<file path="src/rtl/rdseq_pkg.sv">
package rdseq_pkg;

  // Cascade code -> log2 of the depth multiplier.
  function automatic logic [1:0] cascade_shift(input logic [7:0] code);
    logic [1:0] s;
    case (code)
      8'h33:   s = 2'd1;
      8'h11:   s = 2'd2;
      8'h01:   s = 2'd3;
      default: s = 2'd0;
    endcase
    return s;
  endfunction

endpackage

</file>
<file path="src/rtl/rdseq_cfg.sv">
module rdseq_cfg #(
  parameter int CELLS  = 1024,
  parameter int CH_W   = 4,
  parameter int CH_MAX = 9
) (
  input  logic                            clk,
  input  logic                            rst_n,
  input  logic                            launch,
  input  logic                            stop_mode,
  input  logic [7:0]                      casc_cfg,
  input  logic [CH_W-1:0]                 first_ch,
  input  logic [CH_W-1:0]                 last_ch,
  input  logic [15:0]                     stop_cell,
  output logic [$clog2(CELLS)+2:0]        start_now,
  output logic [CH_W-1:0]                 first_now,
  output logic [$clog2(CELLS)+2:0]        start_q,
  output logic [1:0]                      shift_q,
  output logic [CH_W-1:0]                 last_q
);
  import rdseq_pkg::*;

  localparam int CELL_W = $clog2(CELLS) + 3;
  localparam int DW     = CELL_W + 1;
  localparam logic [CH_W-1:0] CMAX = CH_W'(CH_MAX);

  logic [1:0]        shift_now;
  logic [DW-1:0]     depth_now;
  logic [CELL_W-1:0] mask_now;
  logic [CELL_W-1:0] stop_trunc;
  logic [CH_W-1:0]   last_clip;
  logic [CH_W-1:0]   last_now;

  always_comb begin
    shift_now  = cascade_shift(casc_cfg);
    depth_now  = DW'(CELLS) << shift_now;
    mask_now   = CELL_W'(depth_now - DW'(1));
    stop_trunc = CELL_W'(stop_cell);
    start_now  = stop_mode ? (stop_trunc & mask_now) : '0;
    first_now  = (first_ch > CMAX) ? CMAX : first_ch;
    last_clip  = (last_ch > CMAX) ? CMAX : last_ch;
    last_now   = (last_clip < first_now) ? first_now : last_clip;
  end

  always_ff @(posedge clk or negedge rst_n) begin
    if (!rst_n) begin
      start_q <= '0;
      shift_q <= '0;
      last_q  <= '0;
    end else if (launch) begin
      start_q <= start_now;
      shift_q <= shift_now;
      last_q  <= last_now;
    end
  end

  // the captured window end never exceeds the channel ceiling
  assert_last_clamped_R7: assert property (@(posedge clk) disable iff (!rst_n)
    launch |=> (last_q <= CMAX));

endmodule

</file>
<file path="src/rtl/rdseq_cell.sv">
module rdseq_cell #(
  parameter int CELLS = 1024
) (
  input  logic                     clk,
  input  logic                     rst_n,
  input  logic                     launch,
  input  logic                     run,
  input  logic [$clog2(CELLS)+2:0] start_now,
  input  logic [$clog2(CELLS)+2:0] start_q,
  input  logic [1:0]               shift_q,
  output logic [$clog2(CELLS)+2:0] cell_q,
  output logic                     last_cell
);
  localparam int CELL_W = $clog2(CELLS) + 3;
  localparam int DW     = CELL_W + 1;

  logic [DW-1:0]     depth;
  logic [CELL_W-1:0] mask;
  logic [CELL_W-1:0] cnt_q;

  always_comb begin
    depth     = DW'(CELLS) << shift_q;
    mask      = CELL_W'(depth - DW'(1));
    last_cell = (cnt_q == mask);
  end

  always_ff @(posedge clk or negedge rst_n) begin
    if (!rst_n) begin
      cnt_q  <= '0;
      cell_q <= '0;
    end else if (launch) begin
      cnt_q  <= '0;
      cell_q <= start_now;
    end else if (run) begin
      if (last_cell) begin
        cnt_q  <= '0;
        cell_q <= start_q;
      end else begin
        cnt_q  <= cnt_q + CELL_W'(1);
        cell_q <= (cell_q + CELL_W'(1)) & mask;
      end
    end
  end

  // the emitted cell always lies inside the cascaded depth
  assert_cell_in_depth_R5: assert property (@(posedge clk) disable iff (!rst_n)
    run |-> ((cell_q & ~mask) == '0));

  // each channel's record restarts at the captured start cell
  assert_record_restart_R5: assert property (@(posedge clk) disable iff (!rst_n)
    (run && last_cell) |=> (cell_q == start_q));

endmodule

</file>
<file path="src/rtl/rdseq_chan.sv">
module rdseq_chan #(
  parameter int CH_W = 4
) (
  input  logic            clk,
  input  logic            rst_n,
  input  logic            launch,
  input  logic            run,
  input  logic            advance,
  input  logic [CH_W-1:0] first_now,
  input  logic [CH_W-1:0] last_q,
  output logic [CH_W-1:0] chan_q,
  output logic            last_chan
);
  assign last_chan = (chan_q == last_q);

  always_ff @(posedge clk or negedge rst_n) begin
    if (!rst_n)
      chan_q <= '0;
    else if (launch)
      chan_q <= first_now;
    else if (advance && !last_chan)
      chan_q <= chan_q + CH_W'(1);
  end

  // channel never passes the window end during a readout
  assert_chan_in_window_R6: assert property (@(posedge clk) disable iff (!rst_n)
    run |-> (chan_q <= last_q));

  // channel address only holds or rises by one while running
  assert_chan_monotonic_R6: assert property (@(posedge clk) disable iff (!rst_n)
    (run && !advance) |=> (chan_q == $past(chan_q)));

endmodule

</file>
<file path="src/rtl/rdseq_top.sv">
module rdseq_top #(
  parameter int CELLS  = 1024,
  parameter int CH_W   = 4,
  parameter int CH_MAX = 9
) (
  input  logic                     clk,
  input  logic                     rst_n,
  input  logic                     start_i,
  input  logic                     stop_mode_i,
  input  logic [7:0]               casc_cfg_i,
  input  logic [CH_W-1:0]          first_ch_i,
  input  logic [CH_W-1:0]          last_ch_i,
  input  logic [15:0]              stop_cell_i,
  output logic [$clog2(CELLS)+2:0] cell_o,
  output logic [CH_W-1:0]          chan_o,
  output logic                     valid_o,
  output logic                     done_o
);
  localparam int CELL_W = $clog2(CELLS) + 3;

  logic              run_q;
  logic              done_q;
  logic              launch;
  logic              last_cell;
  logic              last_chan;
  logic              finish;
  logic [CELL_W-1:0] start_now;
  logic [CELL_W-1:0] start_q;
  logic [1:0]        shift_q;
  logic [CH_W-1:0]   first_now;
  logic [CH_W-1:0]   last_q;

  // named events for the checks
  assign launch = start_i && !run_q;
  assign finish = run_q && last_cell && last_chan;

  rdseq_cfg #(.CELLS(CELLS), .CH_W(CH_W), .CH_MAX(CH_MAX)) u_cfg (
    .clk(clk), .rst_n(rst_n), .launch(launch),
    .stop_mode(stop_mode_i), .casc_cfg(casc_cfg_i),
    .first_ch(first_ch_i), .last_ch(last_ch_i), .stop_cell(stop_cell_i),
    .start_now(start_now), .first_now(first_now),
    .start_q(start_q), .shift_q(shift_q), .last_q(last_q)
  );

  rdseq_cell #(.CELLS(CELLS)) u_cell (
    .clk(clk), .rst_n(rst_n), .launch(launch), .run(run_q),
    .start_now(start_now), .start_q(start_q), .shift_q(shift_q),
    .cell_q(cell_o), .last_cell(last_cell)
  );

  rdseq_chan #(.CH_W(CH_W)) u_chan (
    .clk(clk), .rst_n(rst_n), .launch(launch), .run(run_q),
    .advance(run_q && last_cell), .first_now(first_now), .last_q(last_q),
    .chan_q(chan_o), .last_chan(last_chan)
  );

  always_ff @(posedge clk or negedge rst_n) begin
    if (!rst_n) begin
      run_q  <= 1'b0;
      done_q <= 1'b0;
    end else begin
      done_q <= finish;
      if (launch)
        run_q <= 1'b1;
      else if (finish)
        run_q <= 1'b0;
    end
  end

  assign valid_o = run_q;
  assign done_o  = done_q;

  // an idle start brings up valid on the first clamped channel
  assert_launch_first_R2: assert property (@(posedge clk) disable iff (!rst_n)
    (start_i && !valid_o) |=> (valid_o && chan_o == $past(first_now)));

  // done lasts one cycle
  assert_done_pulse_R8: assert property (@(posedge clk) disable iff (!rst_n)
    done_o |=> !done_o);

  // done only directly after a valid sample, never with one
  assert_done_after_last_R8: assert property (@(posedge clk) disable iff (!rst_n)
    $rose(done_o) |-> (!valid_o && $past(valid_o)));

  // start during a readout does not break the valid run
  assert_start_ignored_R9: assert property (@(posedge clk) disable iff (!rst_n)
    (start_i && valid_o && !finish) |=> valid_o);

endmodule

</file>
<file path="config.mk">
export PLATFORM = sky130hd
export DESIGN_NAME = rdseq_top
export DESIGN_NICKNAME = d
export VERILOG_FILES = /design/src/rtl/rdseq_pkg.sv /design/src/rtl/rdseq_cfg.sv /design/src/rtl/rdseq_cell.sv /design/src/rtl/rdseq_chan.sv /design/src/rtl/rdseq_top.sv
export SDC_FILE = /design/constraint.sdc
export NUM_CORES = 1
export LEC_CHECK = 0
export BUFFER_PORTS_ARGS = -buffer_cell sky130_fd_sc_hd__buf_2
export CORE_AREA = 2 2 104 106
export CTS_CLUSTER_SIZE = 20
export DETAILED_ROUTE_END_ITERATION = 8
export DIE_AREA = 0 0 106 108
export PLACE_DENSITY = 0.54
export SLEW_MARGIN = 15
export SYNTH_ARGS = -nofsm -noshare
export SYNTH_HDL_FRONTEND = slang
export SYNTH_SLANG_ARGS = --single-unit
</file>
<file path="constraint.sdc">
create_clock -name clk -period 3.29 [get_ports clk]
set_input_delay 0.4935 -clock clk [delete_from_list [all_inputs] [get_ports clk]]
set_output_delay 0.4935 -clock clk [all_outputs]
set_load 0.01 [all_outputs]
</file>
After elaboration in Yosys (flattened, before gate mapping)

Index checks and enable logic that the tools add are counted.

Word-level logic and storage cells: 49
Bits of input ports: 36
Output and inout bits: 19
Register bits: 51

Multiplexer cells: 15
Equality and inequality tests: 5
Shift-type cells: 2
Bitwise logic cells: 2
$add $sub $neg: 5
Reductions and logical operators: 9
$lt $le $gt $ge: 3

Operator list:

| cell                    | number |
|---|---|
| $mux W13                | 7 |
| $add A13 B1 Y13 const B | 2 |
| $and A13 B13 Y13        | 2 |
| $shl A11 B2 Y13 const A | 2 |
| $sub A13 B1 Y13 const B | 2 |
| $mux W4                 | 5 |
| $eq A13 B13 Y1          | 1 |
| $eq A8 B1 Y1 const B    | 1 |
| $eq A8 B5 Y1 const B    | 1 |
| $eq A8 B6 Y1 const B    | 1 |
| $gt A4 B4 Y1 const B    | 2 |
| $pmux W2 S3             | 1 |
| $reduce_bool A2 Y1      | 3 |
| $add A4 B1 Y4 const B   | 1 |
| $eq A4 B4 Y1            | 1 |
| $logic_and A1 B1 Y1     | 4 |
| $lt A4 B4 Y1            | 1 |
| $logic_not A1 Y1        | 2 |
| $mux W1                 | 2 |

Longest topological paths before layout

Gate-level depths: netlist of the first run.

Depth in word-level cells: 7
Mapped depth: 7
Gate-level depth less buffers: 7

Cells and area by module

From an unflattened synthesis of the first run, not the netlist that was laid out.

Cell total of the unflattened synthesis: 332
Area, all modules: 3094.2 um^2

By module, submodules not included:

| module     | cells an instance | area an instance (um^2) | times used | seq. area each (um^2) |
|---|---|---|---|---|
| rdseq_cell | 188               | 1655.3                  | 1          | 650.6 |
| rdseq_cfg  | 105               | 1061.0                  | 1          | 475.5 |
| rdseq_chan | 32                | 290.3                   | 1          | 100.1 |
| rdseq_top  | 7                 | 87.6                    | 1          | 50.0 |

Least setup slack after synthesis of the first run

Ideal clock, no wire load.

Path kind: register to register
Start point: register u_cfg.shift_q[0]
End point: register u_cell.cell_q[11]
Slack: 1308 ps
Path buffers: 2
Period minus slack after synthesis: 1982 ps
Data required time: 3210 ps
Stages on the path, launching flop included: 8
Arrival time: 1902 ps
Library setup time: 80 ps
Path through: dfrtp_1 > buf_6 > or4_4 > or2_4 > and2_1 > buf_6 > o31a_1 > o211ai_2

Longest elaborated chain between the ends: 6
Elaborated cells on any way between the ends: 7
Classes of those cells: add/sub (1); eq/ne (1); shift (1); mux (3); bitwise (1)

RTL lines:

| item                                               | line                               | RTL |
|---|---|---|
| from (decl)                                        | rdseq_cfg.sv:17                    | `output logic [1:0] shift_q,` |
| from (signal assigned)                             | rdseq_cfg.sv:51                    | `shift_q <= shift_now;` |
| $shl A11 B2 Y13 *                                  | rdseq_cell.sv:22                   | `depth = DW'(CELLS) << shift_q;` |
| $sub A13 B1 Y13 *                                  | rdseq_cell.sv:23                   | `mask = CELL_W'(depth - DW'(1));` |
| $eq A13 B13 Y1 or $and A13 B13 Y13 (tied branches) | rdseq_cell.sv:24, rdseq_cell.sv:40 |  |
| $mux W13 *                                         | rdseq_cell.sv:35                   | `if (last_cell) begin` |
| $mux W13 *                                         | rdseq_cell.sv:34                   | `end else if (run) begin` |
| $mux W13 *                                         | rdseq_cell.sv:31                   | `end else if (launch) begin` |
| to (signal assigned)                               | rdseq_cell.sv:33                   | `cell_q <= start_now;` |
| to (signal assigned)                               | rdseq_cell.sv:37                   | `cell_q <= start_q;` |
| to (signal assigned)                               | rdseq_cell.sv:40                   | `cell_q <= (cell_q + CELL_W'(1)) & mask;` |
| to (decl)                                          | rdseq_cell.sv:11                   | `output logic [$clog2(CELLS)+2:0] cell_q,` |

Mark *: on every way between the ends. The rest lies on a longest branch, timed or not. The select of a mux whose other input is x is not followed.
A chain may end at the register's enable or synchronous reset.

Worst setup path in the final report of the first run

Start point: register u_cell.cnt_q[0]
End point: register u_cell.cnt_q[9]

Longest elaborated chain between the ends: 4
Elaborated cells on any way between the ends: 5
Classes of those cells: add/sub (1); eq/ne (1); mux (3)

RTL lines:

| item                                              | line                               | RTL |
|---|---|---|
| from (decl)                                       | rdseq_cell.sv:19                   | `logic [CELL_W-1:0] cnt_q;` |
| from (signal assigned)                            | rdseq_cell.sv:39                   | `cnt_q <= cnt_q + CELL_W'(1);` |
| $add A13 B1 Y13 or $eq A13 B13 Y1 (tied branches) | rdseq_cell.sv:39, rdseq_cell.sv:24 |  |
| $mux W13 *                                        | rdseq_cell.sv:35                   |  |
| $mux W13 *                                        | rdseq_cell.sv:34                   |  |
| $mux W13 *                                        | rdseq_cell.sv:31                   |  |

Marks and branches as above.

==> metrics.log, run 1 <==
INFO  metric pre_cts_slack = 0.832 ns
INFO  metric cts.htree.levels = 2
INFO  metric worst_hold_path_type = in2async
INFO  metric powerDensity = 549 nW/um^2
INFO  metric cts-buffers-inserted = 5
INFO  metric final_max_slew_viol_count = 0
INFO  metric cts.hold.buffers_added = 0
INFO  metric slew_headroom = 0.260
INFO  metric worst-path-max-fanout = 15
INFO  metric track_usage = 0.145
INFO  metric synthesis.area_per_instance = 8.66 um^2
INFO  metric clock_insertion_delay_worst_skew = 0.31 ns
INFO  metric grt_pass1_vias = 2591
INFO  metric fin_setup_tns = 0 ns
INFO  metric r2r_depth = 6
INFO  metric fin_crit = 2.43 ns
INFO  metric cp.arrival = 2.63 ns
INFO  metric initial_utilization = 0.297
INFO  metric globalRouteMet2Util = 0.247
INFO  metric final.setup_skew = 0.00971 ns
INFO  metric grt_remaining_overflow = 0
INFO  metric fp-row-count = 37
INFO  metric hpwl = 5.78 mm
INFO  metric maximum_number_of_pins_on_one_net_before_global_route_repair = 34
INFO  metric synth_enable_flop_cells = 0
INFO  metric core_footprint = 10200 um^2
INFO  metric grt_use_met1 = 0.189
INFO  metric die_area = 11400 um^2
INFO  metric ys_seq_area_frac = 0.420
INFO  metric synthesis.nets = 393
INFO  metric portBuffers = 51
INFO  metric yosys_warnings = 0
INFO  metric worst_setup_path_end_kind = flip-flop
INFO  metric dominantRegCellSynth = dfrtp_1
INFO  metric number_of_setup_buffers_added_after_cts = 0
INFO  metric drcViolationCount = 0
INFO  metric grt_first_pass_wirelength = 13.1 mm
INFO  metric ys_types = 54
INFO  metric worstMarginPinSlew = 1.11 ns
INFO  metric drv_cap = 0
INFO  metric critical_path.n_buffers_inverters = 0
INFO  metric startpoint_type = flip-flop
INFO  metric rr_startpoint = u_cell.cnt_q[0]
INFO  metric detailed_route_wire_length_per_cell = 15.2 um
INFO  metric critPathKind = reg2reg
INFO  metric path_cells = ha_1, and3_1, nand4_1, o2bb2ai_1, a21o_1, a21o_1
INFO  metric hold_viol = 0
INFO  metric synth_top_area_cell = dfrtp_1
INFO  metric grt_use_met3 = 0.0223
INFO  metric unrepaired_setup_endpoints_after_global_routing = false
INFO  metric rr_endpoint = u_cell.cnt_q[9]
INFO  metric post-place-cells = 525
INFO  metric clkSinkCount = 51
INFO  metric final_antenna_net_count = 0
INFO  metric synth.most_common_cell = dfrtp_1
INFO  metric fin_nets = 438
INFO  metric detail_route.iter0.violations = 155
INFO  metric family_with_the_most_delay_on_the_worst_path = compound AO/OA/AOI/OAI gates
INFO  metric dr_total_vias = 2735
INFO  metric chipWidth = 106 um
INFO  metric busiest_layer = met2
INFO  metric clock_path_buffers = 2
INFO  metric syn_to_final_growth = 16.2%
INFO  metric status = finished, final reports clean
INFO  metric synth.cells.most_frequent = dfrtp_1, nand2_1, nand3_1, nor2_1, clkbuf_1
INFO  metric total_leakage_power = 1.60 nW
INFO  metric timing.fmax = 0.411 GHz
INFO  metric fin_worst_hold_slack = 0.106 ns
INFO  metric fp.dieH = 108 um
INFO  metric setup_viol = 0
INFO  metric design_power_total = 1.94 mW
INFO  metric grt_antenna_before_repair = 0
INFO  metric cts_root_buf = clkbuf_8
INFO  metric clkSlewWorstSetupHoldPaths = 0.10 ns
INFO  metric synthesis.instances = 351
INFO  metric cts_tree = built
INFO  metric cp_slowest_cell = o2bb2ai_1
INFO  metric post_synthesis_async_set_or_reset_flop_share = 1.00
INFO  metric finalWeightedCongestion = 0.791
INFO  metric cts_resized = 0
INFO  metric final.setup.worst_slack = 0.857 ns
INFO  metric num-fill-cells = 1076
INFO  metric cpPeakStageDelay = 0.56 ns
INFO  metric drt-total-wl = 8.06 mm
INFO  metric synthTopCellsByArea = dfrtp_1, nand2_1, nand3_1
INFO  metric layout.cells.non_filler = 532
INFO  metric layout_cells_sized_above_1 = 0.199
INFO  metric synth_seq_cells = 51
INFO  metric netlist_area = 3040 um^2
INFO  metric yosys.area.top_type_share = 0.420
INFO  metric drt_pre_antenna_iters = 4
INFO  metric worst_path_most_repeated_cell = a21o_1
INFO  metric r2r_setup_slack = 0.86 ns
INFO  metric io_pins = 55
INFO  metric ir_drop = 0.000212 V
INFO  metric vias_per_cell = 5.14
INFO  metric timing.final.crit_share = 0.740
INFO  metric antennaDiodeCount = 0
INFO  metric worst-endpoint-required = 3.49 ns
registers in the layout, summed over array words and instances (netlist names):
register and cells:
u_cell.cnt_q 13, done_o 1, u_cfg.last_q 4, u_chan.chan_q 4, u_cell.cell_q 13, u_cfg.start_q 13
valid_o 1, u_cfg.shift_q 2
worst max-delay path by stage:
stage	start	endpoint	slack, ns	cells after the start
floorplan	u_cfg.shift_q[0]	u_cell.cell_q[11]	1.31	7
global placement	u_cell.cnt_q[0]	u_cell.cnt_q[9]	0.89	6
detailed placement	u_cell.cnt_q[0]	u_cell.cnt_q[9]	0.83	6
CTS	u_cell.cnt_q[0]	u_cell.cnt_q[9]	0.81	6
global route	u_cell.cnt_q[0]	u_cell.cnt_q[9]	0.62	6
finish	u_cell.cnt_q[0]	u_cell.cnt_q[9]	0.86	6
logic make-up (layout without fill, tap and decap cells):
logic type | count (synthesis) | in the layout | synth area share
DFF | 51 | 51 | 0.420
muxes | 4 | 4 | 0.0132
AOI/OAI and AO/OA | 86 | 86 | 0.188
buffers and inverters | 27 | 72 | 0.0387
xor gates and xnor gates | 16 | 16 | 0.0461
and+or+nand+nor | 161 | 161 | 0.269
adders and majority gates | 6 | 6 | 0.0247
power breakdown:
| group | leakage, nW | switching, mW | internal, mW |
|---|---|---|---|
| clock network | 0.0513 | 0.218 | 0.224 |
| logic | 0.912 | 0.272 | 0.269 |
| registers | 0.631 | 0.192 | 0.766 |
area by class of cell:
type / instances / area [um^2] / area share
flip-flops and latches: 51 / 1280 / 0.361
clock buffers: 6 / 72.6 / 0.0206
multi-input cells: 273 / 1640 / 0.466
repair buffers: 59 / 315 / 0.0893
inverters: 6 / 22.5 / 0.00638
well taps: 136 / 170 / 0.0482
clock inverters: 1 / 30.0 / 0.00850
layout by cell type (no fill, tap or decap), types with 6 or more instances in the layout:
master,instances
ha_1,6
nand2_1,47
buf_2,51
o31ai_1,9
o21ai_0,14
nand3_1,32
and3_1,7
nor2b_1,14
a31oi_1,15
inv_1,6
xor2_1,11
o22ai_1,8
buf_4,8
nor2_1,23
dfrtp_1,51
a21oi_1,15
nand4_1,10
worst register-to-register path: cells and delay by family (launching register included):
kind | cells | cell delay (ns)
and+or+nand+nor | 2 | 0.68
AOI/OAI and AO/OA | 3 | 1.01
adders and majority gates | 1 | 0.22
DFF | 1 | 0.42
metrics by stage:
step	utilization	area [um^2]
floorplan	-	3040
global route	0.345	3530
finish	0.345	3530
CTS	0.345	3530
detailed placement	0.335	3430
global placement	0.335	3430
metal layers:
metal	vias up	wire, um
met5	-	0
li1	1362	-
met2	67	3900
met3	8	425
met1	1298	3630
met4	0	99
(Power assumes the default switching activity.)
==> run 2: changes to the inputs <==
==> constraint.sdc (replaced) <==
create_clock -name clk -period 2.47 [get_ports clk]
set_input_delay 0.3705 -clock clk [delete_from_list [all_inputs] [get_ports clk]]
set_output_delay 0.3705 -clock clk [all_outputs]
set_load 0.01 [all_outputs]
==> run 2 against run 1 <==
  * Routed wire length up 1.1%
  * Flip-flop and latch count did not move
  * Cell count increased by 0.56%
  * First-iteration DRC count fell by 26%
  * Clock-buffer cell count down 1
  * Combinational power rose by 34%
  * Sequential share of layout area shrank 0.15 points
  * Non-clock buffer count grew 2
  * Power is 28% higher
  * Clock skew is 0.0026 ns lower
  * Largest power group unchanged
==> metrics.log, run 2 (synthesis gave the netlist of run 1 again) <==
INFO  metric status = finished, final reports clean
INFO  metric fin_nets = 440 (+0.46%)
INFO  metric timing.fmax = 0.448 GHz (+9.0%)
INFO  metric clock_path_buffers = 2 (unchanged)
INFO  metric io_pins = 55 (unchanged)
INFO  metric die_area = 11400 um^2 (unchanged)
INFO  metric final_max_slew_viol_count = 0 (unchanged)
INFO  metric most_frequent_cells_in_the_layout = dfrtp_1, buf_2, nand2_1, nand3_1, nor2_1
INFO  metric drt_pre_antenna_iters = 4 (unchanged)
INFO  metric grt_pass1_vias = 2710 (+4.6%)
INFO  metric worst-endpoint-required = 2.65 ns (-0.84 ns)
INFO  metric grt_remaining_overflow = 0 (unchanged)
INFO  metric fin_setup_tns = 0 ns (unchanged)
INFO  metric cts-buffers-inserted = 5 (unchanged)
INFO  metric detailed_route_wire_length_per_cell = 15.2 um (+0.50%)
INFO  metric pre_cts_slack = 0.216 ns (-0.616 ns)
INFO  metric placement.cell_area = 3460 um^2 (+0.80%)
INFO  metric cts.htree.levels = 2 (unchanged)
INFO  metric number_of_setup_buffers_added_after_cts = 0 (unchanged)
INFO  metric startpoint_type = flip-flop
INFO  metric clkSinkCount = 51 (unchanged)
INFO  metric unrepaired_setup_endpoints_after_global_routing = false
INFO  metric fin_crit = 2.23 ns (-0.201 ns)
INFO  metric setup_viol = 0 (unchanged)
INFO  metric drt-total-wl = 8.15 mm (+1.1%)
INFO  metric slew_headroom = 0.575 (+0.315)
INFO  metric grt_first_pass_wirelength = 13.7 mm (+4.8%)
INFO  metric grt_antenna_before_repair = 0 (unchanged)
INFO  metric vias_per_cell = 5.11 (-0.60%)
INFO  metric chipWidth = 106 um (unchanged)
INFO  metric clock_insertion_delay_worst_skew = 0.30 ns (about the same)
INFO  metric maximum_number_of_pins_on_one_net_before_global_route_repair = 41 (+21%)
INFO  metric core_footprint = 10200 um^2 (unchanged)
INFO  metric num-fill-cells = 1072 (-0.37%)
INFO  metric drcViolationCount = 0 (unchanged)
INFO  metric fp.dieH = 108 um (unchanged)
INFO  metric post-place-cells = 527 (+0.38%)
INFO  metric final.setup_skew = 0.00713 ns (-0.00258 ns)
INFO  metric final_antenna_net_count = 0 (unchanged)
INFO  metric detail_route.iter0.violations = 114 (-26%)
INFO  metric critPathKind = reg2reg
INFO  metric ir_drop = 0.000243 V (+15%)
INFO  metric layout_cells_sized_above_1 = 0.211 (+0.0110)
INFO  metric fp-row-count = 37 (unchanged)
INFO  metric final.setup.worst_slack = 0.238 ns (-0.619 ns)
INFO  metric registers_with_the_most_flip_flops = u_cell.cell_q x13, u_cell.cnt_q x13, u_cfg.start_q x13
INFO  metric total_leakage_power = 1.61 nW (+0.88%)
INFO  metric track_usage = 0.149 (+0.00415)
INFO  metric hpwl = 5.84 mm (+1.1%)
INFO  metric portBuffers = 51 (unchanged)
INFO  metric cp.arrival = 2.41 ns (-0.22 ns)
INFO  metric post-route-cell-area = 3550 um^2 (+0.43%)
INFO  metric syn_to_final_growth = 16.7%
INFO  metric worst-path-max-fanout = 5 (-10)
INFO  metric timing.final.crit_share = 0.904 (+0.164)
INFO  metric worst_setup_path_end_kind = flip-flop
INFO  metric drv_cap = 0 (unchanged)
INFO  metric clkSlewWorstSetupHoldPaths = 0.09 ns (about the same)
INFO  metric antennaDiodeCount = 0 (unchanged)
INFO  metric cts_tree = built
INFO  metric finalWeightedCongestion = 0.797 (+0.75%)
INFO  metric initial_utilization = 0.297 (unchanged)
INFO  metric cts_root_buf = clkbuf_8
INFO  metric dr_total_vias = 2734 (-0.037%)
INFO  metric powerDensity = 701 nW/um^2 (+28%)
INFO  metric worst_hold_path_type = in2async
INFO  metric hold_viol = 0 (unchanged)
INFO  metric layout.cells.non_filler = 535 (+0.56%)
INFO  metric worstMarginPinSlew = 0.634 ns (-0.477 ns)
run 2: cell count changes in the layout (fill, tap and decap cells not counted), sizes merged:
| cell | delta |
|---|---|
| clkbuf | -1 |
| clkinv | +3 |
| bufinv | -1 |
| buf | +2 |
run 2: repair_timing:
| action | in CTS | in global routing |
|---|---|---|
| setup endpoints to repair | 0 | 2 |
| hold buffers | 0 | 0 |
| gates resized for setup | 0 | 1 |
run 2: worst max-delay path, cell delays in order, from the launching register on:
cell and delay [ns]:
dfrtp_1 0.42, ha_1 0.23, nand3_1 0.18, or4_4 0.57, a211oi_2 0.40, mux2i_1 0.23
a21oi_1 0.08
run 2: layout make-up:
type | count | area, um^2 | share of cell area
multi-input combinational | 273 | 1650 | 0.465
clock buffer | 5 | 68.8 | 0.0194
inverter | 6 | 22.5 | 0.00635
sequential | 51 | 1280 | 0.360
tap | 136 | 170 | 0.0480
clock inverter | 3 | 15.0 | 0.00423
timing repair buffer | 61 | 343 | 0.0967
run 2: worst paths after layout:
kind                                   startpoint                 to  slack (ns)  depth (start not counted)
worst max-delay path              u_cell.cnt_q[0]   u_chan.chan_q[1]        0.24                          6
worst min-delay path                        rst_n   u_cell.cell_q[4]        0.04                          1
worst max register to register    u_cell.cnt_q[0]   u_chan.chan_q[1]        0.24                          6
worst min register to register  u_cfg.start_q[11]  u_cfg.start_q[11]        0.47                          2
max in group asynchronous                   rst_n   u_cell.cnt_q[10]        1.79                          2
min in group clk                   stop_cell_i[8]   u_cfg.start_q[8]        0.30                          3
run 2: per-stage QoR:
step	hold slack, ns	power, mW	utilization
detailed placement	0.391	2.02	0.338
finish	0.0382	2.48	0.347
global placement	0.387	1.99	0.338
CTS	0.0531	2.49	0.346
floorplan	0.0749	1.74	-
global route	0.0588	2.68	0.347
run 2: layer usage:
metal / vias to the layer above / GRT usage / part of all wire
li1: 1365 / - / -
met1: 1289 / 0.197 / 0.47
met2: 69 / 0.253 / 0.47
met3: 11 / 0.0211 / 0.038
met4: 0 / 0.0470 / 0.016
met5: - / 0 / 0
run 2: power by group:
group          internal [mW]  switching (mW)  total [mW]
Sequential              1.02           0.258        1.28
Clock                  0.195           0.285       0.480
Combinational          0.360           0.368       0.727
==> run 3: changes to the inputs <==
--- a/config.mk
+++ b/config.mk
@@ -5,12 +5,14 @@
 export SDC_FILE = /design/constraint.sdc
 export NUM_CORES = 1
 export LEC_CHECK = 0
+export ABC_AREA = 1
 export BUFFER_PORTS_ARGS = -buffer_cell sky130_fd_sc_hd__buf_2
-export CORE_AREA = 2 2 104 106
+export CORE_AREA = 2 2 105 107
 export CTS_CLUSTER_SIZE = 20
 export DETAILED_ROUTE_END_ITERATION = 8
-export DIE_AREA = 0 0 106 108
-export PLACE_DENSITY = 0.54
+export DIE_AREA = 0 0 107 109
+export GPL_ROUTABILITY_DRIVEN = 0
+export PLACE_DENSITY = 0.53
 export SLEW_MARGIN = 15
 export SYNTH_ARGS = -nofsm -noshare
 export SYNTH_HDL_FRONTEND = slang
==> run 3 against run 2 <==
  * Fmax rose by 16%
  * Sequential share of layout area shrank 0.81 points
  * Combinational power is 6.7% higher
  * Register-to-register slack improved by 0.31 ns
  * Power increased by 6.0%
  * Setup slack improved by 0.31 ns
  * Area after synthesis increased by 1.8%
  * Critical path type unchanged
  * Critical endpoint is now u_cell.cell_q[0]
==> metrics.log, run 3 <==
INFO  metric most_frequent_cells_in_the_layout = nand2_1, dfrtp_1, buf_2, inv_1, nor2_1
INFO  metric clock_path_buffers = 2 (unchanged)
INFO  metric synthTopCellsByArea = dfrtp_1, nand2_1, nand3_1
INFO  metric worst_path_most_repeated_cell = nand2_2
INFO  metric dr_total_vias = 2836 (+3.7%)
INFO  metric synth_top_area_cell = dfrtp_1
INFO  metric synthesis.instances = 418 (+19%)
INFO  metric ir_drop = 0.000320 V (+32%)
INFO  metric fp-row-count = 38 (+2.7%)
INFO  metric cp_slowest_cell = dfrtp_1
INFO  metric r2r_depth = 10 (+4)
INFO  metric ys_types = 33 (-39%)
INFO  metric fp.dieH = 109 um (+0.93%)
INFO  metric status = finished, final reports clean
INFO  metric setup_viol = 0 (unchanged)
INFO  metric detailed_route_wire_length_per_cell = 12.7 um (-17%)
INFO  metric clkSlewWorstSetupHoldPaths = 0.10 ns (about the same)
INFO  metric cts_resized = 0 (unchanged)
INFO  metric synth.most_common_cell = nand2_1
INFO  metric startpoint_type = flip-flop
INFO  metric maximum_number_of_pins_on_one_net_before_global_route_repair = 26 (-37%)
INFO  metric post_synthesis_async_set_or_reset_flop_share = 1.00 (unchanged)
INFO  metric ys_seq_area_frac = 0.413 (-0.00748)
INFO  metric number_of_setup_buffers_added_after_cts = 0 (unchanged)
INFO  metric initial_utilization = 0.292 (-0.00521)
INFO  metric drt_pre_antenna_iters = 4 (unchanged)
INFO  metric synth_seq_cells = 51 (unchanged)
INFO  metric syn_to_final_growth = 17.3%
INFO  metric final.setup_skew = 0.00885 ns (+0.00173 ns)
INFO  metric dominantRegCellSynth = dfrtp_1
INFO  metric hpwl = 5.95 mm (+1.9%)
INFO  metric synth_enable_flop_cells = 0 (unchanged)
INFO  metric drv_cap = 0 (unchanged)
INFO  metric synth.cells.most_frequent = nand2_1, dfrtp_1, inv_1, nor2_1, nand3_1
INFO  metric total_leakage_power = 1.93 nW (+20%)
INFO  metric yosys.area.top_type_share = 0.413 (-0.00748)
INFO  metric cts_tree = built
INFO  metric fin_setup_tns = 0 ns (unchanged)
INFO  metric drcViolationCount = 0 (unchanged)
INFO  metric grt_remaining_overflow = 0 (unchanged)
INFO  metric layout_cells_sized_above_1 = 0.182 (-0.0287)
INFO  metric portBuffers = 51 (unchanged)
INFO  metric final_antenna_net_count = 0 (unchanged)
INFO  metric registers_with_the_most_flip_flops = u_cell.cell_q x13, u_cell.cnt_q x13, u_cfg.start_q x13
INFO  metric synthesis.nets = 460 (+17%)
INFO  metric cts.hold.buffers_added = 0 (unchanged)
INFO  metric die_area = 11700 um^2 (+1.9%)
INFO  metric unrepaired_setup_endpoints_after_global_routing = false
INFO  metric cts.htree.levels = 2 (unchanged)
INFO  metric worst_hold_path_type = in2async
INFO  metric grt_pass1_vias = 2789 (+2.9%)
INFO  metric detail_route.iter0.violations = 130 (+14%)
INFO  metric cp.arrival = 2.12 ns (-0.29 ns)
INFO  metric core_footprint = 10600 um^2 (+3.6%)
INFO  metric io_pins = 55 (unchanged)
INFO  metric fin_nets = 514 (+17%)
INFO  metric path_cells = ha_1, nand2_2, nor2_4, nand2_4, nor2_8, nand3_4, nand2_2, inv_2, o21ai_2, nand3_1
INFO  metric antennaDiodeCount = 0 (unchanged)
INFO  metric slew_headroom = 0.596 (+0.0206)
INFO  metric post-place-cells = 605 (+15%)
INFO  metric worst-path-max-fanout = 13 (+8)
INFO  metric worst_setup_path_end_kind = flip-flop
INFO  metric clock_insertion_delay_worst_skew = 0.31 ns (about the same)
INFO  metric vias_per_cell = 4.63 (-9.5%)
INFO  metric most_common_cell_after_layout_fill_and_taps_aside = nand2_1
INFO  metric worst-endpoint-required = 2.67 ns (+0.02 ns)
INFO  metric clkSinkCount = 51 (unchanged)
INFO  metric drt-total-wl = 7.76 mm (-4.8%)
INFO  metric timing.final.crit_share = 0.776 (-0.127)
INFO  metric fin_crit = 1.92 ns (-0.314 ns)
INFO  metric netlist_area = 3090 um^2 (+1.8%)
INFO  metric track_usage = 0.144 (-0.00488)
INFO  metric cts-buffers-inserted = 5 (unchanged)
INFO  metric grt_first_pass_wirelength = 13.3 mm (-3.2%)
INFO  metric final_max_slew_viol_count = 0 (unchanged)
INFO  metric cts_root_buf = clkbuf_8
INFO  metric layout.cells.non_filler = 613 (+15%)
INFO  metric yosys_warnings = 0 (unchanged)
INFO  metric grt_antenna_before_repair = 0 (unchanged)
INFO  metric hold_viol = 0 (unchanged)
INFO  metric timing.fmax = 0.522 GHz (+16%)
INFO  metric cpPeakStageDelay = 0.39 ns (-0.18 ns)
INFO  metric critPathKind = reg2reg
INFO  metric worstMarginPinSlew = 0.606 ns (-0.0272 ns)
INFO  metric synthesis.area_per_instance = 7.40 um^2 (-15%)
INFO  metric powerDensity = 726 nW/um^2 (+3.6%)
INFO  metric chipWidth = 107 um (+0.94%)
## run 3: cell count changes after synthesis, moves of 9 or more
cell      change
inv_1        +38
a31oi_1      -15
o31ai_1       -9
nor2_1       +15
clkbuf_1     -14
nand2_1      +93
a21oi_1      -10
nor2b_1      -13
## run 3: where the power goes
part           switching (mW)  internal (mW)
combinational           0.443          0.333
sequential              0.220           1.02
clock                   0.290          0.334
## run 3: path summary, 6_finish.rpt
| check | slack, ns | end | startpoint |
|---|---|---|---|
| max | 0.55 | u_cell.cell_q[0] | u_cell.cnt_q[0] |
| min | 0.06 | u_cfg.start_q[11] | rst_n |
| max reg2reg | 0.55 | u_cell.cell_q[0] | u_cell.cnt_q[0] |
| min reg2reg | 0.49 | u_cfg.start_q[12] | u_cfg.start_q[12] |
| max in group asynchronous | 1.76 | u_cfg.start_q[8] | rst_n |
| min in group clk | 0.28 | u_cfg.start_q[0] | stop_cell_i[0] |
## run 3: area by class of cell
| cell class | count | area, um^2 |
|---|---|---|
| multi-input combinational | 309 | 1570 |
| sequential | 51 | 1280 |
| clock inverter | 2 | 38.8 |
| tap | 140 | 175 |
| inverter | 47 | 176 |
| fill | 1134 | 6980 |
| timing repair buffer | 58 | 308 |
| clock buffer | 6 | 82.6 |
## run 3: worst max-delay path, delay by kind of cell, from the launching register on
kind	cells	cell delay, ns
buffers and inverters	1	0.15
AO/OA/AOI/OAI	1	0.13
flip-flops	1	0.39
adder cells (fa/ha/maj)	1	0.19
AND/OR/NAND/NOR	7	0.94
## run 3: cells by family (layout without fill, tap and decap cells)
logic type | count (synthesis) | in the layout | synth area share
fa+ha+maj | 6 | 6 | 0.0243
flops | 51 | 51 | 0.413
simple gates | 244 | 244 | 0.354
xor+xnor | 19 | 19 | 0.0538
compound gates | 40 | 40 | 0.0752
buf+inv | 58 | 113 | 0.0797
## run 3: through the flow
stage	util	instance area, um^2	power [mW]	worst slack, ns	hold slack (ns)
finish	0.342	3630	2.63	0.552	0.0628
global route	0.342	3630	2.84	0.275	0.0883
CTS	0.342	3630	2.67	0.485	0.0650
detailed placement	0.331	3510	2.03	0.521	0.412
global placement	0.331	3510	2.02	0.538	0.421
floorplan	-	3090	1.75	0.897	0.0749
## run 3: metal layers
metal | share of wire | global-route usage
met4 | 0.0068 | 0.0297
met2 | 0.48 | 0.247
met3 | 0.052 | 0.0269
met1 | 0.46 | 0.190
met5 | 0 | 0
